### src/rtl/uart_hw_flow_ctl.sv
module uart_hw_flow_ctl #(
  parameter int CW   = 6,
  parameter int SYNC = 2
) (
  input  logic          clk,
  input  logic          rst_n,
  input  logic [CW-1:0] fifo_cnt,
  input  logic [CW-1:0] hi_mark,
  input  logic [CW-1:0] lo_mark,
  input  logic [CW-1:0] trig_lvl,
  input  logic          auto_rts_en,
  input  logic          auto_cts_en,
  input  logic          rts_soft,
  input  logic          cts_n,
  input  logic          tx_busy,
  input  logic          tx_char_done,
  output logic          rts_n,
  output logic          tx_go,
  output logic          rx_irq
);

  logic [SYNC-1:0] cts_sr;
  logic            rts_off;
  logic            cts_gate;

  wire at_hi    = fifo_cnt >= hi_mark;
  wire at_lo    = fifo_cnt <= lo_mark;
  wire boundary = !tx_busy || tx_char_done;

  always_ff @(posedge clk) begin
    if (!rst_n) cts_sr <= '1;
    else        cts_sr <= {cts_sr[SYNC-2:0], cts_n};
  end

  always_ff @(posedge clk) begin
    if (!rst_n)            rts_off <= 1'b1;
    else if (!auto_rts_en) rts_off <= 1'b1;
    else if (at_hi)        rts_off <= 1'b1;
    else if (at_lo)        rts_off <= 1'b0;
  end

  always_ff @(posedge clk) begin
    if (!rst_n)        cts_gate <= 1'b0;
    else if (boundary) cts_gate <= !cts_sr[SYNC-1];
  end

  always_ff @(posedge clk) begin
    if (!rst_n) rx_irq <= 1'b0;
    else        rx_irq <= fifo_cnt >= trig_lvl;
  end

  assign rts_n = auto_rts_en ? rts_off : !rts_soft;
  assign tx_go = !auto_cts_en || cts_gate;

endmodule


### config.mk
export PLATFORM = sky130hd
export DESIGN_NAME = uart_hw_flow_ctl
export DESIGN_NICKNAME = d
export VERILOG_FILES = /design/src/rtl/uart_hw_flow_ctl.sv
export SDC_FILE = /design/constraint.sdc
export NUM_CORES = 1
export LEC_CHECK = 0
export BUFFER_PORTS_ARGS = -buffer_cell sky130_fd_sc_hd__clkbuf_2
export CAP_MARGIN = 25
export CORE_MARGIN = 2
export CORE_UTILIZATION = 42
export DETAILED_ROUTE_END_ITERATION = 8
export PLACE_DENSITY_LB_ADDON = 0.15
export SKIP_CTS_REPAIR_TIMING = 1
export SLEW_MARGIN = 20
export SYNTH_ARGS = -nofsm -noshare
export SYNTH_HDL_FRONTEND = slang
export SYNTH_SLANG_ARGS = --single-unit
### constraint.sdc
create_clock -name clk -period 2.4 [get_ports clk]
set_clock_uncertainty 0.1 [all_clocks]
set_input_delay 0.72 -clock clk [delete_from_list [all_inputs] [get_ports clk]]
set_output_delay 0.72 -clock clk [all_outputs]
set_load 0.005 [all_outputs]
# Yosys cells after proc, flatten, opt, wreduce, memory -nomap -nowiden

Cells that the tools add are included.

Magnitude comparators: 3
Reductions and logical operators: 7
Bitwise operators: 2
Mux-type cells: 1

Operators with widths:

| operator            | count |
|---|---|
| >= comparator 6 bit | 2 |
| <= comparator 6 bit | 1 |
| zero test 1 bit     | 4 |
| OR reduction 3 bit  | 1 |
| logical OR 1 bit    | 2 |
| inverter 1 bit      | 2 |
| 2-to-1 mux 1 bit    | 1 |

Bits in registers: 5
Word-level logic and storage cells: 17
Bits of input ports: 32
Output and inout port bits: 3

# Depth between registers and ports, before layout

Depth after elaboration: 2
Gate-level depth with buffers: 6
Mapped depth without buffers: 6

# Worst setup path before layout

OpenSTA, ideal clock, no wires.

Path kind: input port to flip-flop
Start point: input port fifo_cnt[0]
End point: register rts_off
Setup time: 0.122 ns
Setup slack: 0.464 ns
Path buffers: 0
Stages: 6
Required time: 2.178 ns
Data arrival time: 1.714 ns
Path through: inv_1 > ha_1 > nand2b_1 > a31oi_1 > o21ai_1 > a221o_1

Word-level cells in the longest chain between the ends: 2
Elaborated cells on any way between the ends: 3
Classes of those cells: order compare (2); reduce/logical (1)

Ends and longest elaborated chain:

| what                                | RTL line | text |
|---|---|---|
| start, declared                     | 7        | `input logic [CW-1:0] fifo_cnt,` |
| >= comparator 6 bit                 | 26       | `wire at_hi = fifo_cnt >= hi_mark;` |
| OR reduction 3 bit (no source line) | n/a      |  |
| end signal, assigned                | 36       | `if (!rst_n) rts_off <= 1'b1;` |
| end signal, assigned                | 37       | `else if (!auto_rts_en) rts_off <= 1'b1;` |
| end signal, assigned                | 38       | `else if (at_hi) rts_off <= 1'b1;` |
| end, declared                       | 23       | `logic rts_off;` |

Several ways; a longest one is shown, not always the timed one.
A chain may end at the register's enable or synchronous reset.

# Final worst setup path

Start point: input port auto_rts_en
End point: output port rts_n

Word-level cells in the longest chain between the ends: 1

Ends and longest elaborated chain:

| what             | RTL line | text |
|---|---|---|
| start, declared  | 11       | `input logic auto_rts_en,` |
| 2-to-1 mux 1 bit | 52       | `assign rts_n = auto_rts_en ? rts_off : !rts_soft;` |
| end, declared    | 17       | `output logic rts_n,` |

Every way passes these cells.

==> reports/results.tsv <==
metric	value	unit
Int Pwr	0.2052	mW
Layout area overhead	36.36	%
die width	41.54	um
reg-to-reg setup timing slack	1510	ps
startpoint types	input port	
post-route cell area	807.0	um^2
drt total wl	1200	um
Seq pwr share	0.309	
dpl cell area	780.7	um^2
antenna viol nets, final	0	
Worst-Margin Slew	210.8	ps
Root Driver	clkbuf_4	
largest net degree at the start of global routing	8	
H-tree levels	1	
top cell type's share of synthesized area	0.3805	
clock tree buffer depth	2	
n_diodes	0	
count of flip-flops with a built-in enable after synthesis	0	
CTS tree	built	
post-synthesis async set-or-reset flop share	0	
clock network power share	0.349	
fmax	0.5163	GHz
most common cell in the synthesized netlist	inv_1	
GRT Util Overall	0.1817	
DRC Markers	0	
GP Congestion	0.7770	
die area	0.001725	mm^2
Clock Latency Late Sink	240	ps
Critical Path AT	1120	ps
Final Setup Violations	0	
DR pass1 iterations	1	
Leakage Power	0.5254	nW
Die Span Y	41.54	um
synthesized instance count	74	
worst min path class	register to register	
Clk pin slew, worst setup/hold paths	40	ps
Max Slew Vio Count	0	
fin nets	163	
crit-path max FO	2	
Core Util, Final	0.6202	
Synth warnings	0	
top post-synthesis cells by area	ha_1 38%, dfxtp_1 17%, inv_1 12%, nand2b_1 6.3%, nand2_1 3.8%	
Net Sw Frac	0.2944	
min Tclk post-route	1937	ps
number of synthesized register bits	5	
Num CTS Buffers	3	
Primary FF master, synth	dfxtp_1	
Slew headroom	0.8586	
worst path required time	1580	ps
CORE AREA	0.001301	mm^2
first-pass GRT wire length	2401	um
TNS Setup	0	ps
top cell type by total area after synthesis	ha_1	
part of the power in combinational logic	0.342	
post-synthesis sequential area ratio	0.1691	
Vias/cell	4.764	
final clock period utilization by the worst path	0.8071	
Avg Synthesized Cell Area	7.998	um^2
max-cap violations	0	
kind of critical path	input port to output port	
Syn Std Cell Area	591.8	um^2
Mapped Nets	124	
endpoint type of the worst setup path	output port	
fraction of layout cells with a size suffix above 1	0.3393	
Ports	35	
RSZ-0062 raised after global routing	no	
initial antenna violation count	0	
number of global-route vias before repair	624	
top cells by count, synth	19 x inv_1, 18 x ha_1, 6 x nand2_1, 6 x nand2b_1, 5 x dfxtp_1	
# port buffers	34	
total number of vias	605	
clock sink count	5	
power per cell area	360.3	mW/mm^2
final setup margin	463.0	ps
fillers	136	
detailed placement HPWL	1101	um
Final Hold Viols	0	
outcome	finished clean	
NetSw	0.08558	mW
Avg WL per Cell	9.449	um
Initial DRC Count	0	
GRT overflow	0	
site row count	13	
pre-CTS setup slack	296.4	ps
maximum VDD drop	0.2451	mV
synth unique cells	21	
Starting Density	0.4548	
==> power by group through the flow <==
stage | clock (mW) | sequential, mW | combinational [mW]
finish | 0.101 | 0.0899 | 0.0995
global route | 0.115 | 0.0907 | 0.119
CTS | 0.105 | 0.0898 | 0.102
detailed placement | 0 | 0.0914 | 0.101
global placement | 0 | 0.0912 | 0.0974
floorplan | 0 | 0.0914 | 0.0556
==> registers in the layout, indices dropped and copies added, names as in the netlist <==
register,count
rx_irq,1
cts_sr,2
cts_gate,1
rts_off,1
==> layer usage <==
layer,global-route usage,part of all wire
met4,0.09677,0.023
met3,0.06957,0.084
met2,0.3000,0.46
met5,0,0
met1,0.1989,0.43
==> cell usage in the layout, fill, tap and decap left out, drive strengths merged <==
cell type  Yosys  layout
a211oi         1       1
a31oi          1       1
nor2           2       2
nand3          1       1
nand4          1       1
a41o           1       1
o211a          1       1
nand2b         6       6
a21o           1       1
inv           19      19
dfxtp          5       5
ha            18      18
mux2i          1       1
a221o          1       1
nand2          6       6
clkbuf         0      38
nand3b         1       1
o21ai          3       3
a21oi          4       4
o221ai         1       1
==> stage by stage <==
step	power, mW	cells	hold WS [ps]
after floorplan	0.1470	74	286.3
after global placement	0.1886	123	290.4
after detailed placement	0.1925	123	299.2
after CTS	0.2971	127	311.6
after global routing	0.3253	127	345.2
final	0.2907	127	310.4
==> critical path, stage by stage <==
cell,delay (ps)
clkbuf_2,100
mux2i_1,170
clkbuf_2,130
==> layout make-up <==
class	instances	area, um^2	share of cell area
multi-input combinational	50	420.4	0.5209
timing repair buffer	34	170.2	0.2109
sequential	5	100.1	0.1240
inverter	19	71.32	0.08837
clock buffer	4	26.28	0.03256
tap	15	18.77	0.02326
==> path summary, 6_finish.rpt <==
path                             endpoint         from  depth (start not counted)
worst max register to register    rts_off      rts_off                          3
worst min-delay path            cts_sr[1]    cts_sr[0]                          1
worst min register to register  cts_sr[1]    cts_sr[0]                          1
worst max-delay path                rts_n  auto_rts_en                          3
==> logic make-up after synthesis <==
group	after synthesis	share of synthesized area
buf+inv	19	0.1205
flops	5	0.1691
simple gates	17	0.1459
fa+ha+maj	18	0.3806
compound gates	14	0.1670
mux	1	0.01691
Power figures use the tool's default switching activity.
